==> src/rtl/tdisp_pkg.sv <==
package tdisp_pkg;
  localparam int DEF_WORD_W  = 16;
  localparam int DEF_CORES   = 8;
  localparam int DEF_PHASES  = 5;
  localparam int DEF_HALFWIN = 2;

  // Flat grid index of a tower from its row and column.
  function automatic int grid_idx(input int row, input int col, input int ncols);
    return row * ncols + col;
  endfunction
endpackage

==> src/rtl/tdisp_seq.sv <==
module tdisp_seq #(
  parameter int N_PHASES = 5
) (
  input  logic                        clk,
  input  logic                        rst_n,
  input  logic                        load,
  output logic                        accept,
  output logic                        valid_q,
  output logic [$clog2(N_PHASES)-1:0] phase_q
);
  localparam int PW = $clog2(N_PHASES);
  localparam logic [PW-1:0] LAST = PW'(N_PHASES - 1);

  logic at_last;

  assign at_last = (phase_q == LAST);
  // Take a new set only when nothing is in flight or the last row is showing.
  assign accept  = load && (!valid_q || at_last);

  always_ff @(posedge clk) begin
    if (!rst_n) begin
      valid_q <= 1'b0;
      phase_q <= '0;
    end else if (accept) begin
      valid_q <= 1'b1;
      phase_q <= '0;
    end else if (valid_q) begin
      if (at_last) begin
        valid_q <= 1'b0;
        phase_q <= '0;
      end else begin
        phase_q <= phase_q + PW'(1);
      end
    end
  end
endmodule

==> src/rtl/tdisp_capture.sv <==
module tdisp_capture #(
  parameter int W      = 16,
  parameter int N_ROWS = 5,
  parameter int N_COLS = 12
) (
  input  logic                       clk,
  input  logic                       rst_n,
  input  logic                       accept,
  input  logic                       border_lo,
  input  logic                       border_hi,
  input  logic [N_ROWS*N_COLS*W-1:0] towers_in,
  output logic [N_ROWS*N_COLS*W-1:0] cap_q
);
  import tdisp_pkg::*;

  for (genvar r = 0; r < N_ROWS; r++) begin : g_row
    for (genvar c = 0; c < N_COLS; c++) begin : g_col
      localparam int IDX = grid_idx(r, c, N_COLS);
      logic kill;
      // Only the two outer columns can be replaced by zero words.
      if (c == 0) begin : g_lo
        assign kill = border_lo;
      end else if (c == N_COLS - 1) begin : g_hi
        assign kill = border_hi;
      end else begin : g_mid
        assign kill = 1'b0;
      end

      always_ff @(posedge clk) begin
        if (!rst_n) begin
          cap_q[IDX*W +: W] <= '0;
        end else if (accept) begin
          cap_q[IDX*W +: W] <= kill ? '0 : towers_in[IDX*W +: W];
        end
      end
    end
  end
endmodule

==> src/rtl/tdisp_window_mux.sv <==
module tdisp_window_mux #(
  parameter int W       = 16,
  parameter int N_CORES = 8,
  parameter int N_ROWS  = 5,
  parameter int WIN     = 5,
  parameter int N_COLS  = 12
) (
  input  logic [N_ROWS*N_COLS*W-1:0]  cap_q,
  input  logic                        valid,
  input  logic [$clog2(N_ROWS)-1:0]   phase,
  output logic [N_CORES*WIN*W-1:0]    core_win
);
  import tdisp_pkg::*;
  localparam int PW = $clog2(N_ROWS);

  for (genvar i = 0; i < N_CORES; i++) begin : g_core
    for (genvar j = 0; j < WIN; j++) begin : g_tap
      logic [W-1:0] word;
      // Pick this tap's column from the row named by the phase.
      always_comb begin
        word = '0;
        for (int r = 0; r < N_ROWS; r++) begin
          if (phase == PW'(r)) begin
            word = cap_q[grid_idx(r, i + j, N_COLS)*W +: W];
          end
        end
      end
      assign core_win[(i*WIN + j)*W +: W] = valid ? word : '0;
    end
  end
endmodule

==> src/rtl/tower_dispatch.sv <==
module tower_dispatch #(
  parameter int W        = tdisp_pkg::DEF_WORD_W,
  parameter int N_CORES  = tdisp_pkg::DEF_CORES,
  parameter int N_PHASES = tdisp_pkg::DEF_PHASES,
  parameter int HALF_WIN = tdisp_pkg::DEF_HALFWIN
) (
  input  logic                                                clk,
  input  logic                                                rst_n,
  input  logic                                                load,
  input  logic                                                border_lo,
  input  logic                                                border_hi,
  input  logic [N_PHASES*(N_CORES+2*HALF_WIN)*W-1:0]          towers_in,
  output logic                                                out_valid,
  output logic [$clog2(N_PHASES)-1:0]                         out_phase,
  output logic [N_CORES*(2*HALF_WIN+1)*W-1:0]                 core_win
);
  localparam int WIN    = 2 * HALF_WIN + 1;
  localparam int N_COLS = N_CORES + 2 * HALF_WIN;
  localparam int N_TOW  = N_PHASES * N_COLS;

  logic             accept;
  logic [N_TOW*W-1:0] cap_q;

  tdisp_seq #(.N_PHASES(N_PHASES)) u_seq (
    .clk     (clk),
    .rst_n   (rst_n),
    .load    (load),
    .accept  (accept),
    .valid_q (out_valid),
    .phase_q (out_phase)
  );

  tdisp_capture #(.W(W), .N_ROWS(N_PHASES), .N_COLS(N_COLS)) u_cap (
    .clk       (clk),
    .rst_n     (rst_n),
    .accept    (accept),
    .border_lo (border_lo),
    .border_hi (border_hi),
    .towers_in (towers_in),
    .cap_q     (cap_q)
  );

  tdisp_window_mux #(
    .W(W), .N_CORES(N_CORES), .N_ROWS(N_PHASES), .WIN(WIN), .N_COLS(N_COLS)
  ) u_mux (
    .cap_q    (cap_q),
    .valid    (out_valid),
    .phase    (out_phase),
    .core_win (core_win)
  );
endmodule

==> config.mk <==
export PLATFORM = sky130hd
export DESIGN_NAME = tower_dispatch
export DESIGN_NICKNAME = d
export VERILOG_FILES = /design/src/rtl/tdisp_pkg.sv /design/src/rtl/tdisp_seq.sv /design/src/rtl/tdisp_capture.sv /design/src/rtl/tdisp_window_mux.sv /design/src/rtl/tower_dispatch.sv
export SDC_FILE = /design/constraint.sdc
export NUM_CORES = 2
export LEC_CHECK = 0
export ABC_AREA = 1
export CORE_AREA = 2 2 618 620
export CTS_CLUSTER_SIZE = 16
export DETAILED_ROUTE_END_ITERATION = 10
export DIE_AREA = 0 0 620 622
export GPL_TIMING_DRIVEN = 0
export PLACE_DENSITY = 0.3
export SETUP_SLACK_MARGIN = 0.02
export SYNTH_ARGS = -nofsm -noshare
export SYNTH_HDL_FRONTEND = slang
export SYNTH_SLANG_ARGS = --single-unit
==> constraint.sdc <==
create_clock -name clk -period 3.29 [get_ports clk]
set_input_delay 0.658 -clock clk [delete_from_list [all_inputs] [get_ports clk]]
set_output_delay 0.658 -clock clk [all_outputs]
set_load 0.01 [all_outputs]
# == Yosys cells after proc, flatten, opt, wreduce, memory -nomap -nowiden ==
# Cells that the tools add are included.
# classes
reduce_logical,5
n_bitwise,1
mux,86
addsub,1
eq_ne,4
# ops
cell,count
$mux W16,82
$eq A3 B2 Y1 const B,2
$add A3 B1 Y3 const B,1
$eq A3 B1 Y1 const B,1
$eq A3 B3 Y1 const B,1
$logic_not A3 Y1,1
$mux W1,3
$mux W3,1
$reduce_or A2 Y1,1
$logic_and A1 B1 Y1,1
$logic_not A1 Y1,1
$logic_or A1 B1 Y1,1
$not A1 Y1,1
# totals
reg_bits,964
out_inout_bits,644
word_cells,159

# == Longest topological paths before layout ==
# depth
word_depth,7
mapped_depth,12
depth_no_buf,8

# == Modules after synthesis ==
# A second synthesis with hierarchy kept.
# hier_totals
hier_cells,6628
hier_area_um2,45685.1
# by_module_without_submodules
module,instances,area_each_um2,cells_each
tdisp_capture,1,33025.4,4179
tdisp_window_mux,1,12438.2,2416
tdisp_seq,1,221.5,33

# == Worst setup path before layout ==
# OpenSTA, ideal clock, no wires.
# synth_path
path_type,register to output
startpoint,register u_seq.phase_q[2]
endpoint,output core_win[128]
path_stages_with_launch,13
t_arrival_ps,2382
setup_slack_ps,250
path_cell_list,dfxtp_1 -> inv_2 -> clkbuf_1 -> ha_1 -> buf_2 -> inv_1 -> buf_2 -> clkbuf_1 -> o21ai_0 -> inv_1 -> nand2_1 -> a21oi_1 -> buf_4
# synth_via
elab_chain_len,7
# synth_lines
element,line,text
"start, declared",tdisp_seq.sv:9,output logic [$clog2(N_PHASES)-1:0] phase_q
"start signal, assigned",tdisp_seq.sv:32,phase_q <= phase_q + PW'(1);
$logic_not A3 Y1,--,
$mux W16 (4 in series),--,
$mux W16 * (2 in series),--,
"end, declared",tower_dispatch.sv:15,output logic [N_CORES*(2*HALF_WIN+1)*W-1:0] core_win
# Mark *: on every way between the ends. The rest lies on a longest branch, timed or not.

# == Worst setup path in the final report ==
# layout_path
startpoint,register u_seq.phase_q[1]
endpoint,output core_win[602]
# layout_via
elab_chain_len,7
# layout_lines
element,line,text
$logic_not A3 Y1,tdisp_window_mux.sv:23,if (phase == PW'(r)) begin
$mux W16 (4 in series),tdisp_window_mux.sv:23,
$mux W16 *,tdisp_window_mux.sv:23,
$mux W16 *,tdisp_window_mux.sv:28,assign core_win[(i*WIN + j)*W +: W] = valid ? word : '0;
# Marked as above.

==> results.sh <==
export IMPL_yosys_top_cells_count="1605 x nor2_1, 1025 x nand2_1, 973 x o21ai_0"
export IMPL_grt_pass1_vias=55593
export IMPL_final_layout_size_suffix_gt1_frac=0.241
export IMPL_worst_slew_pin_slew_ns=1.19
export IMPL_cp_required_ns=2.63
export IMPL_clockBufferDepth=4
export IMPL_areaGrowthSynthToFinish_pct=78.4
export IMPL_synthXorXnorAreaFrac=0
export IMPL_gp_congestion=0.888
export IMPL_cap_viol_max_count=0
export IMPL_cts_buffers=142
export IMPL_syn_avg_cell_area_um2=6.57
export IMPL_fin_ws_ns=-0.826
export IMPL_postRouteAntennaNets=0
export IMPL_crit_arrival_ns=3.46
export IMPL_rsz0062_at_grt="true"
export IMPL_clk_pin_slew_ns=0.06
export IMPL_critPathKind="reg -> out"
export IMPL_endpoint_kind="output port"
export IMPL_cts_hold_fix_buffers=0
export IMPL_numPortBuffers=1608
export IMPL_synth_most_common_cell="nor2_1"
export IMPL_async_flop_share=0
export IMPL_num_io_pins=1609
export IMPL_drc=0
export IMPL_hp_class="in -> reg"
export IMPL_synth_nets=8322
export IMPL_placed_area_mm2=0.0709
export IMPL_synthCells=7352
export IMPL_synth_seq_cells=964
export IMPL_synth_edf_count=0
export IMPL_cp_max_fo=10
export IMPL_hpwl_mm=324
export IMPL_place_ws_ns=-3.79
export IMPL_period_needed_ns=4.12
export IMPL_slew_violations=0
export IMPL_yosys_area_share_simple=0.275
export IMPL_ir_drop_v=0.000289
export IMPL_dominantRegCellSynth="dfxtp_1"
export IMPL_wire_per_inst_um=27.1
export IMPL_synthAdderAreaFrac=0.00130
export IMPL_cts_tree="yes"
export IMPL_antenna_found_initial=255
export IMPL_yosys_area_top_type="dfxtp_1"
export IMPL_initial_core_util=0.128
export IMPL_core_area_mm2=0.378
export IMPL_fin_nets=10473
export IMPL_drt_pre_antenna_iters=5
export IMPL_cts_sinks=964
export IMPL_die_x_um=620
export IMPL_grt_overflow=0
export IMPL_initialDrtViolationCount=3996
export IMPL_fin_area_mm2=0.0861
export IMPL_yosysTopAreaCellShare=0.400
export IMPL_finalSetupViolCount=640
export IMPL_insertion_delay_ns=0.82
export IMPL_cellLeakagePower_nw=38.2
export IMPL_grt_usage=0.197
export IMPL_viasPerCell=3.91
export IMPL_die_area_mm2=0.386
export IMPL_grt_max_degree=12
export IMPL_ys_types=19
export IMPL_syn_area_mm2=0.0483
export IMPL_critPathLaunchType="flip-flop"
export IMPL_fin_crit_sh=1.25
export IMPL_row_count=226
export IMPL_hold_violations=0
export IMPL_setup_tns_ns=-335.98
export IMPL_synth_warnings=0
export IMPL_synth_top_family_by_area="simple AND/OR/NAND/NOR gates"
export IMPL_muxShareOfSynthArea=0
export IMPL_ys_seq_area_frac=0.400
export IMPL_violations="setup timing"
export IMPL_status="finished with violations"
export IMPL_fin_skew_ns=0.0407
export IMPL_htreeDepth=4
export IMPL_power_density_mw_per_mm2=435
export IMPL_synth_area_top_cells="dfxtp_1 40%, nor2_1 12%, o21ai_0 10%, nand2_1 8.0%, buf_4 7.3%"
export IMPL_synth_compound_area_frac=0.150
export IMPL_maxClockFrequency_mhz=243
export IMPL_wirelength_mm=399
export IMPL_cts_root_buf="clkbuf_16"
export IMPL_vias=57492
export IMPL_die_h_um=622
export IMPL_slew_headroom=0.197
export IMPL_grt_pass1_wl_mm=510
worst max-delay path, stage by stage, from the launching register on:
cell             delay [ns]
dfxtp_4                0.39
inv_4                  0.06
ha_4                   0.16
buf_12                 0.15
inv_6                  0.07
buf_12                 0.17
buf_4                  0.27
nand3_1                0.10
nand2_1                0.12
nand2_1                0.10
a21oi_4                0.29
buf_4                  0.16
clkdlybuf4s50_1        0.53
cell usage in the layout, fill, tap and decap left out, types with 18 or more instances in the layout:
cell type	count
a21oi_1	22
a21oi_2	29
a21oi_4	144
buf_12	107
buf_2	194
buf_4	555
buf_6	537
buf_8	50
clkbuf_1	154
clkbuf_16	180
clkbuf_2	84
clkbuf_4	29
clkbuf_8	41
clkdlybuf4s50_1	1106
clkinv_2	18
dfxtp_1	961
diode_2	70
dlygate4sd2_1	42
dlymetal6s2s_1	116
inv_1	602
nand2_1	859
nand2_2	116
nand2_4	52
nand3_1	625
nand3_2	22
nand3_4	26
nor2_1	1604
o21ai_0	870
o21ai_1	325
o21ai_2	51
report_power, final:
group / internal, mW / total, mW / switching, mW
clock network: 9.46 / 15.9 / 6.43
registers: 12.6 / 13.2 / 0.624
logic: 3.90 / 8.35 / 4.45
kinds of logic (layout without fill, tap and decap cells):
logic type      count (synthesis)  count (layout)
simple gates                 3307            3307
fa+ha+maj                       5               5
other cells                     0              70
compound gates               1445            1445
flops                         964             964
buf+inv                      1631            3882
sequential cells by signal (all words and copies together) (netlist names):
signal,count
u_seq.valid_q,1
u_cap.cap_q,960
u_seq.phase_q,3
final cells by class:
type,instances,area [µm²]
Fill cell,42294,292000
Multi-Input combinational cell,4757,23700
Timing Repair Buffer,2035,21600
Sequential cell,964,19300
Buffer,984,8110
Tap cell,5016,6280
Clock buffer,201,4060
Inverter,619,2340
Clock inverter,43,569
Antenna cell,70,175
per-stage QoR:
stage / util / instances / power, mW / hold WS [ns]
final: 0.228 / 14689 / 37.4 / 0.402
after global routing: 0.227 / 14648 / 39.1 / 0.364
after detailed placement: 0.187 / 13986 / 20.5 / 0.451
after global placement: 0.187 / 13976 / 20.5 / 0.449
after CTS: 0.218 / 14463 / 37.6 / 0.310
after floorplan: - / 7352 / 16.2 / 0.435
final timing paths:
path         slack, ns  depth (start not counted)                to              from
max              -0.83                         12     core_win[602]  u_seq.phase_q[1]
min               0.40                          3  u_cap.cap_q[583]    towers_in[583]
max reg2reg       0.19                         10  u_cap.cap_q[798]  u_seq.phase_q[0]
min reg2reg       0.46                          2  u_cap.cap_q[580]  u_cap.cap_q[580]
what timing repair did:
action	4_1_cts	5_1_grt
pin swaps	122	159
cloned	15	14
resized for setup	2105	1074
setup endpoints to repair	641	640
setup buffers	236	155
per-layer routing:
layer,share of wire,global-route usage
met1,0.41,0.237
met2,0.51,0.357
met3,0.052,0.0300
met4,0.032,0.0558
met5,0.00078,0
Note: power is estimated with default switching activity, not from simulation.
